<file path="src/rtl/hdma_sched_pkg.sv">
// Package: shared types of the per-line transfer scheduler.
// Assumes: nothing beyond IEEE 1800-2017.
package hdma_sched_pkg;
    typedef enum logic [1:0] {
        ST_IDLE  = 2'd0,
        ST_ALIGN = 2'd1,
        ST_XFER  = 2'd2,
        ST_TAIL  = 2'd3
    } sched_state_t;

    typedef enum logic {
        MODE_SETUP = 1'b0,
        MODE_RUN   = 1'b1
    } xfer_mode_t;
endpackage

</file>
<file path="src/rtl/hdma_enable_regs.sv">
// Module: holds the channel-enable register and the per-frame completed
// flags. Captures the participating channel set once per line at the
// early sample position.
// Assumes: line_start precedes the sample position in every line.
module hdma_enable_regs #(
    parameter int              NCH        = 8,
    parameter int              HW         = 11,
    parameter int              AW         = 16,
    parameter logic [AW-1:0]   EN_ADDR    = 16'h420C,
    parameter int              SAMPLE_POS = 1100
) (
    input  logic           clk,
    input  logic           rst_n,
    input  logic [HW-1:0]  hcount,
    input  logic           line_start,
    input  logic           frame_start,
    input  logic           wr_en,
    input  logic [AW-1:0]  wr_addr,
    input  logic [NCH-1:0] wr_data,
    input  logic [NCH-1:0] done,
    output logic [NCH-1:0] snap_o
);
    localparam logic [HW-1:0] SAMPLE_H = HW'(SAMPLE_POS);

    logic [NCH-1:0] en_q;
    logic [NCH-1:0] done_q;
    logic [NCH-1:0] snap_q;
    logic           sampled_q;
    logic           sample_now;

    assign sample_now = !line_start && !sampled_q && (hcount >= SAMPLE_H);
    assign snap_o     = snap_q;

    // Enable register: loaded by a CPU write to its address.
    always_ff @(posedge clk) begin
        if (!rst_n)                              en_q <= '0;
        else if (wr_en && (wr_addr == EN_ADDR))  en_q <= wr_data;
    end

    // Completed flags: cleared per frame, set per channel by the engine.
    always_ff @(posedge clk) begin
        if (!rst_n)           done_q <= '0;
        else if (frame_start) done_q <= '0;
        else                  done_q <= done_q | done;
    end

    // Early sample: capture enabled-and-not-completed once per line.
    always_ff @(posedge clk) begin
        if (!rst_n) begin
            sampled_q <= 1'b0;
            snap_q    <= '0;
        end else if (line_start) begin
            sampled_q <= 1'b0;
            snap_q    <= '0;
        end else if (sample_now) begin
            sampled_q <= 1'b1;
            snap_q    <= en_q & ~done_q;
        end
    end

    assert_snap_excludes_done_R2: assert property (@(posedge clk) disable iff (!rst_n)
        sample_now |=> ((snap_q & $past(done_q)) == '0));

    assert_snap_frozen_R6: assert property (@(posedge clk) disable iff (!rst_n)
        (sampled_q && !line_start) |=> $stable(snap_q));
endmodule

</file>
<file path="src/rtl/hdma_line_trigger.sv">
// Module: fires once per line when the horizontal counter reaches the
// trigger position. It fires only while channels participate and the
// scheduler is idle.
// Assumes: hcount is monotonic within a line.
module hdma_line_trigger #(
    parameter int HW       = 11,
    parameter int TRIG_POS = 1104
) (
    input  logic          clk,
    input  logic          rst_n,
    input  logic [HW-1:0] hcount,
    input  logic          line_start,
    input  logic          any_active,
    input  logic          idle,
    output logic          fire_o
);
    localparam logic [HW-1:0] TRIG_H = HW'(TRIG_POS);

    logic triggered_q;
    logic hit;
    logic fired_line_q;

    assign hit    = !line_start && !triggered_q && (hcount >= TRIG_H);
    assign fire_o = hit && any_active && idle;

    // Triggered guard: set on the first hit, cleared by the line strobe.
    always_ff @(posedge clk) begin
        if (!rst_n)          triggered_q <= 1'b0;
        else if (line_start) triggered_q <= 1'b0;
        else if (hit)        triggered_q <= 1'b1;
    end

    // Checker state: remembers a fire inside the current line.
    always_ff @(posedge clk) begin
        if (!rst_n)          fired_line_q <= 1'b0;
        else if (line_start) fired_line_q <= 1'b0;
        else if (fire_o)     fired_line_q <= 1'b1;
    end

    assert_single_fire_R4: assert property (@(posedge clk) disable iff (!rst_n)
        fire_o |-> !fired_line_q);
endmodule

</file>
<file path="src/rtl/hdma_align_timer.sv">
// Module: owns the request, mode and active outputs. Pads the start onto
// the DMA grid, waits for the acknowledge, then runs the CPU-cycle tail.
// Assumes: cyc_len is nonzero whenever a tail is needed.
module hdma_align_timer
    import hdma_sched_pkg::*;
#(
    parameter int NCH = 8,
    parameter int PW  = 3,
    parameter int CW  = 4
) (
    input  logic           clk,
    input  logic           rst_n,
    input  logic           fire,
    input  logic [NCH-1:0] chan_in,
    input  logic           frame_start,
    input  logic           dma_busy,
    input  logic [PW-1:0]  dma_phase,
    input  logic [CW-1:0]  cyc_len,
    input  logic           ack,
    output logic           pending_o,
    output logic           mode_o,
    output logic           go_o,
    output logic           active_o,
    output logic           idle_o,
    output logic [NCH-1:0] chan_o
);
    localparam int          CNTW = (CW > PW + 1) ? CW : PW + 1;
    localparam logic [PW:0] GRID = (PW + 1)'(1 << PW);

    sched_state_t   state_q;
    xfer_mode_t     mode_q;
    logic [CNTW-1:0] cnt_q;
    logic [PW:0]    align_q;
    logic [PW:0]    align_n;
    logic [CNTW-1:0] cyc_ext;
    logic [CNTW-1:0] tail_n;
    logic           pending_q;
    logic           active_q;
    logic [NCH-1:0] chan_q;

    // Grid padding and tail length for the current inputs.
    always_comb begin
        align_n = dma_busy ? '0 : (GRID - {1'b0, dma_phase});
        cyc_ext = CNTW'(cyc_len);
        tail_n  = (cyc_ext == '0) ? '0 : (cyc_ext - (CNTW'(align_q) % cyc_ext));
    end

    // Scheduler sequence: idle, align, wait for ack, tail.
    always_ff @(posedge clk) begin
        if (!rst_n) begin
            state_q   <= ST_IDLE;
            mode_q    <= MODE_SETUP;
            cnt_q     <= '0;
            align_q   <= '0;
            pending_q <= 1'b0;
            active_q  <= 1'b0;
            chan_q    <= '0;
        end else begin
            case (state_q)
                ST_IDLE: begin
                    if (fire) begin
                        pending_q <= 1'b1;
                        active_q  <= 1'b1;
                        mode_q    <= MODE_RUN;
                        chan_q    <= chan_in;
                        align_q   <= align_n;
                        cnt_q     <= CNTW'(align_n);
                        state_q   <= (align_n == '0) ? ST_XFER : ST_ALIGN;
                    end else if (frame_start) begin
                        mode_q <= MODE_SETUP;
                    end
                end
                ST_ALIGN: begin
                    cnt_q <= cnt_q - 1'b1;
                    if (cnt_q <= CNTW'(1)) state_q <= ST_XFER;
                end
                ST_XFER: begin
                    if (ack) begin
                        pending_q <= 1'b0;
                        if (dma_busy || (tail_n == '0)) begin
                            active_q <= 1'b0;
                            state_q  <= ST_IDLE;
                        end else begin
                            cnt_q   <= tail_n;
                            state_q <= ST_TAIL;
                        end
                    end
                end
                default: begin
                    cnt_q <= cnt_q - 1'b1;
                    if (cnt_q <= CNTW'(1)) begin
                        active_q <= 1'b0;
                        state_q  <= ST_IDLE;
                    end
                end
            endcase
        end
    end

    assign pending_o = pending_q;
    assign mode_o    = mode_q;
    assign go_o      = (state_q == ST_XFER);
    assign active_o  = active_q;
    assign idle_o    = (state_q == ST_IDLE);
    assign chan_o    = chan_q;

    assert_go_needs_pending_R8: assert property (@(posedge clk) disable iff (!rst_n)
        go_o |-> pending_o);

    assert_mode_held_R5: assert property (@(posedge clk) disable iff (!rst_n)
        (pending_o && !(go_o && ack)) |=> (pending_o && $stable(mode_o) && mode_o == MODE_RUN));

    assert_align_bounded_R7: assert property (@(posedge clk) disable iff (!rst_n)
        (state_q == ST_ALIGN) |-> ((cnt_q != '0) && (cnt_q <= CNTW'(GRID))));

    assert_active_covers_pending_R9: assert property (@(posedge clk) disable iff (!rst_n)
        pending_o |-> active_o);
endmodule

</file>
<file path="src/rtl/hdma_line_sched.sv">
// Module: top of the per-line transfer trigger scheduler. Samples the
// channel enables LEAD clocks ahead of the trigger position, fires once
// per line and aligns the start to the DMA grid.
// Assumes: hcount_i advances in steps of 2 and line_start_i precedes
// the sample position.
module hdma_line_sched #(
    parameter int            NCH      = 8,
    parameter int            HW       = 11,
    parameter int            AW       = 16,
    parameter logic [AW-1:0] EN_ADDR  = 16'h420C,
    parameter int            TRIG_POS = 1104,
    parameter int            LEAD     = 4,
    parameter int            PW       = 3,
    parameter int            CW       = 4
) (
    input  logic           clk,
    input  logic           rst_n,
    input  logic [HW-1:0]  hcount_i,
    input  logic           line_start_i,
    input  logic           frame_start_i,
    input  logic           wr_en_i,
    input  logic [AW-1:0]  wr_addr_i,
    input  logic [NCH-1:0] wr_data_i,
    input  logic [NCH-1:0] ch_done_i,
    input  logic           dma_busy_i,
    input  logic [PW-1:0]  dma_phase_i,
    input  logic [CW-1:0]  cyc_len_i,
    input  logic           ack_i,
    output logic           pending_o,
    output logic           mode_o,
    output logic           go_o,
    output logic           active_o,
    output logic [NCH-1:0] chan_o
);
    localparam int            SAMPLE_POS = TRIG_POS - LEAD;
    localparam logic [HW-1:0] TRIG_H     = HW'(TRIG_POS);

    logic [NCH-1:0] snap;
    logic           fire;
    logic           idle;

    hdma_enable_regs #(
        .NCH(NCH), .HW(HW), .AW(AW), .EN_ADDR(EN_ADDR), .SAMPLE_POS(SAMPLE_POS)
    ) u_regs (
        .clk(clk), .rst_n(rst_n), .hcount(hcount_i), .line_start(line_start_i),
        .frame_start(frame_start_i), .wr_en(wr_en_i), .wr_addr(wr_addr_i),
        .wr_data(wr_data_i), .done(ch_done_i), .snap_o(snap)
    );

    hdma_line_trigger #(
        .HW(HW), .TRIG_POS(TRIG_POS)
    ) u_trig (
        .clk(clk), .rst_n(rst_n), .hcount(hcount_i), .line_start(line_start_i),
        .any_active(|snap), .idle(idle), .fire_o(fire)
    );

    hdma_align_timer #(
        .NCH(NCH), .PW(PW), .CW(CW)
    ) u_timer (
        .clk(clk), .rst_n(rst_n), .fire(fire), .chan_in(snap),
        .frame_start(frame_start_i), .dma_busy(dma_busy_i), .dma_phase(dma_phase_i),
        .cyc_len(cyc_len_i), .ack(ack_i), .pending_o(pending_o), .mode_o(mode_o),
        .go_o(go_o), .active_o(active_o), .idle_o(idle), .chan_o(chan_o)
    );

    assert_request_after_position_R3: assert property (@(posedge clk) disable iff (!rst_n)
        $rose(pending_o) |-> ($past(hcount_i) >= TRIG_H));
endmodule

</file>
<file path="config.mk">
export PLATFORM = sky130hd
export DESIGN_NAME = hdma_line_sched
export DESIGN_NICKNAME = d
export VERILOG_FILES = /design/src/rtl/hdma_sched_pkg.sv /design/src/rtl/hdma_enable_regs.sv /design/src/rtl/hdma_line_trigger.sv /design/src/rtl/hdma_align_timer.sv /design/src/rtl/hdma_line_sched.sv
export SDC_FILE = /design/constraint.sdc
export NUM_CORES = 1
export LEC_CHECK = 0
export BUFFER_PORTS_ARGS = -buffer_cell sky130_fd_sc_hd__buf_4
export CAP_MARGIN = 40
export CORE_UTILIZATION = 35
export CTS_BUF_LIST = sky130_fd_sc_hd__clkbuf_8
export DETAILED_ROUTE_END_ITERATION = 16
export GPL_TIMING_DRIVEN = 1
export PLACE_DENSITY = 0.54
export SLEW_MARGIN = 20
export SYNTH_ARGS = -nofsm -noshare
export SYNTH_HDL_FRONTEND = slang
export SYNTH_SLANG_ARGS = --single-unit
</file>
<file path="constraint.sdc">
create_clock -name clk -period 6.9 [get_ports clk]
set_input_delay 0.69 -clock clk [delete_from_list [all_inputs] [get_ports clk]]
set_output_delay 0.69 -clock clk [all_outputs]
set_load 0.02 [all_outputs]
</file>
==> impl_table.tex <==
\begin{tabular}{lr}
\hline
Metric & Value \\
\hline
\multicolumn{2}{l}{\textbf{Logic synthesis}} \\
Share of synthesized flip-flops with an asynchronous set or reset & 0 \\
Count of flip-flops with a built-in enable after synthesis & 0 \\
Area share of xor/xnor cells in the synthesized design & 0.03033 \\
Post-synthesis sequential area ratio & 0.3258 \\
Fraction of synthesized area in multiplexers & 0.07626 \\
Post-synthesis net count & 422 \\
Main combinational cell family by area after synthesis & simple AND/OR/NAND/NOR gates \\
Post-Synthesis Cell Area & 2888 um\^{}2 \\
Most used flip-flop cell after synthesis & sky130\_fd\_sc\_hd\_\_dfxtp\_1 \\
Total of flip-flops plus latches after synthesis & 47 \\
Share of synthesized cell area in full adder, half adder and majority cells & 0.08752 \\
Number of instances in the synthesized netlist & 346 \\
Number of distinct library cells after synthesis & 57 \\
Syn avg cell area & $\sim$8.3 um\^{}2 \\
Complex-gate fraction of the synthesized area & 0.2049 \\
Area fraction in and, or, nand and nor cells after synthesis & 0.2231 \\
Yosys synthesis warning count & 0 \\
\multicolumn{2}{l}{\textbf{Critical path}} \\
Max stage delay cell, worst path & sky130\_fd\_sc\_hd\_\_or4b\_1 \\
Launch instance of the worst register-to-register path & u\_timer.align\_q[3] \\
Crit path launch type & input port \\
Setup crit end kind & flop \\
Launch point of the worst path & cyc\_len\_i[0] \\
Arrival time of the worst setup path & approximately 6300 ps \\
Setup CP Type & input port to flop \\
Data required time of the worst path & 7100 ps \\
Delay of the slowest critical-path stage & 470 ps \\
Critical Path Fanout Max & 6 \\
\multicolumn{2}{l}{\textbf{Floorplanning}} \\
Number of placement rows & 32 \\
I/O pin count & 69 \\
Floorplan Core Area & around 7800 um\^{}2 \\
Die Height & 92.84 um \\
Initial core utilization & 0.3680 \\
Die ar. & between 8000 and 9000 um\^{}2 \\
Horizontal die dimension & 92.84 um \\
\multicolumn{2}{l}{\textbf{Clock network}} \\
Register clock-pin slew on the reported worst setup and hold paths & 90 ps \\
Count of buffers added by post-CTS timing repair for setup & 0 \\
Maximum root-to-sink buffer count & 2 \\
Resize count post-CTS & 0 \\
Cts-stage hold buffer count & 0 \\
Source-to-sink clock delay at the later pin of the worst-skew pair & 300 ps \\
Sink count of the clock tree & 47 \\
H-tree level count & 2 \\
Clock tree root driver cell & sky130\_fd\_sc\_hd\_\_clkbuf\_8 \\
CTS Buf Count & 5 \\
TritonCTS clock tree & built \\
\multicolumn{2}{l}{\textbf{GRT}} \\
Grt ovf & 0 \\
GRT Resource Usage Total & 0.1677 \\
Largest net degree at the start of global routing & 27 \\
Number of global-route vias before repair & 2,593 \\
First-pass GRT wire length & between 10,000 and 15,000 um \\
Antenna violations before repair & 0 \\
\multicolumn{2}{l}{\textbf{Timing}} \\
Final hold violation count & 0 \\
Accumulated negative setup slack & 0 ps \\
Maximum operating frequency & 163.2 MHz \\
Worst-case setup margin in the final layout & 773.2 ps \\
Worst slew slack as a fraction of its limit & 0.5815 \\
Fin crit share & 0.8879 \\
Worst-Margin Slew & 626.8 ps \\
Worst setup skew after layout & approximately 6.2 ps \\
Setup violators final & 0 \\
Unrepaired setup endpoints after global routing & false \\
Number of slew-limit violations in the final report & 0 \\
Time the worst path needs with I/O delays and setup & approximately 6100 ps \\
\multicolumn{2}{l}{\textbf{Routing}} \\
Number of DRC violations after detailed-routing iteration 0 & roughly 100 \\
Total detailed-routing wirelength & 6817 um \\
First-pass detailed-route iteration total & 4 \\
\# DRC & 0 \\
Post-route ant nets & 0 \\
Average wire per cell in the routed design & 13.21 um \\
Total via count in the routed design & about 2,600 \\
Ratio of routed vias to standard cells & 5.064 \\
\multicolumn{2}{l}{\textbf{Place}} \\
Quantity of I/O buffers inserted on ports & 66 \\
Pre-CTS setup slack & 434.8 ps \\
Number of placed cells counting well taps & 507 \\
Estimated wirelength of the detail-placed design & 5332 um \\
Final weighted congestion in routability-driven placement & a little over 0.8 \\
\multicolumn{2}{l}{\textbf{Flow run}} \\
Max-cap violations & 0 \\
\multicolumn{2}{l}{\textbf{Cells and area}} \\
Net count, final & 489 \\
Leading cell type in the layout, fill and taps excluded & sky130\_fd\_sc\_hd\_\_buf\_4 \\
N\_diodes & 0 \\
\# fillers & just over 800 \\
Synthesis-to-finish area growth & 25.35\% \\
Share of final-layout standard cells stronger than drive strength 1 & 0.2295 \\
Non-Filler Instances & between 500 and 600 \\
Commonest non-fill, non-tap cells in the layout & 71 x sky130\_fd\_sc\_hd\_\_buf\_4, 65 x sky130\_fd\_sc\_hd\_\_nor2\_1, 47 x sky130\_fd\_sc\_hd\_\_dfxtp\_1, 29 x sky130\_fd\_sc\_hd\_\_a21oi\_1, 22 x sky130\_fd\_sc\_hd\_\_mux2i\_1 \\
\multicolumn{2}{l}{\textbf{Min path}} \\
Worst Hold Launch & u\_trig.triggered\_q \\
Class of the tightest hold or removal check & flop to flop \\
\multicolumn{2}{l}{\textbf{Power and ir drop}} \\
Leakage power summed over all cells & around 1.5 nW \\
PwrDens & 150.3 nW/um\^{}2 \\
Highest ir drop seen on vdd & 0.1170 mV \\
Total design power & 0.5439 mW \\
\multicolumn{2}{l}{\textbf{Status}} \\
Outcome & complete, no violations \\
\hline
\end{tabular}
==> metal layers <==
metal  GRT usage  up-vias  share of wire
met5           0        -              0
met2      0.2794       49           0.47
met3     0.04023        6          0.047
met4     0.04359        0         0.0075
li1            -     1363              -
met1      0.2156     1195           0.48
==> power by group <==
part / total, mW / switching, mW / internal [mW]
logic: 0.0952 / 0.0484 / 0.0468
registers: 0.276 / 0.00187 / 0.274
clock network: 0.173 / 0.100 / 0.0728
total: 0.544 / 0.151 / 0.393
==> layout make-up <==
type                    count  area [um^2]  area share
repair buffers             74        580.6      0.1604
inverters                  22        82.58     0.02281
clock buffers               5        68.82     0.01901
clock inverters             3        22.52    0.006222
flip-flops and latches     47        940.9      0.2599
multi-input cells         263         1797      0.4964
well taps                 102        127.6     0.03526
==> synth_stat cells (all sizes together) (8+ instances only) <==
cell    instances  area, um^2
a21oi          30       153.9
ha             17       212.7
nand3b          8       60.06
inv            20       75.07
nand2          17       63.81
clkbuf          8       30.03
mux2i          22       220.2
o21ai          19       98.85
nor3            9       45.04
nor2           66       250.2
dfxtp          47       940.9
==> registers in the layout, indices dropped and copies added (netlist names) <==
name / count
u_regs.snap_o: 8
u_timer.pending_o: 1
u_timer.chan_o: 8
u_trig.triggered_q: 1
u_regs.en_q: 8
u_timer.mode_o: 1
u_regs.done_q: 8
u_timer.state_q: 2
u_regs.sampled_q: 1
u_timer.active_o: 1
u_timer.cnt_q: 4
u_timer.align_q: 4
==> kinds of logic (layout without fill, tap and decap cells) <==
family,count (synthesis),in the layout
and+or+nand+nor,127,127
AOI/OAI and AO/OA,85,85
DFF,47,47
buffers and inverters,36,104
xor gates and xnor gates,10,10
adders and majority gates,19,19
muxes,22,22
==> critical path: cells and delay by family <==
family	cells	cell delay, ps
AO/OA/AOI/OAI	12	2610
adder cells (fa/ha/maj)	5	1450
XOR/XNOR	1	130
AND/OR/NAND/NOR	7	1060
buffers and inverters	4	370
==> per-stage QoR <==
stage          area, um^2  utilization  hold slack, ps
2_1_floorplan        2888            -           425.8
3_3_place_gp         3481       0.4436           432.3
3_5_place_dp         3501       0.4461           440.2
4_1_cts              3592       0.4577           455.1
5_1_grt              3620       0.4613           470.6
6_report             3620       0.4613           454.1
==> worst paths after layout <==
path                            cells after the start            endpoint  slack (ps)
worst max-delay path                               29    u_timer.cnt_q[3]         770
worst min-delay path                                2  u_trig.triggered_q         450
worst max register to register                     27    u_timer.cnt_q[3]         980
worst min register to register                      2  u_trig.triggered_q         450
No activity file was read; power rests on OpenSTA's default activity.
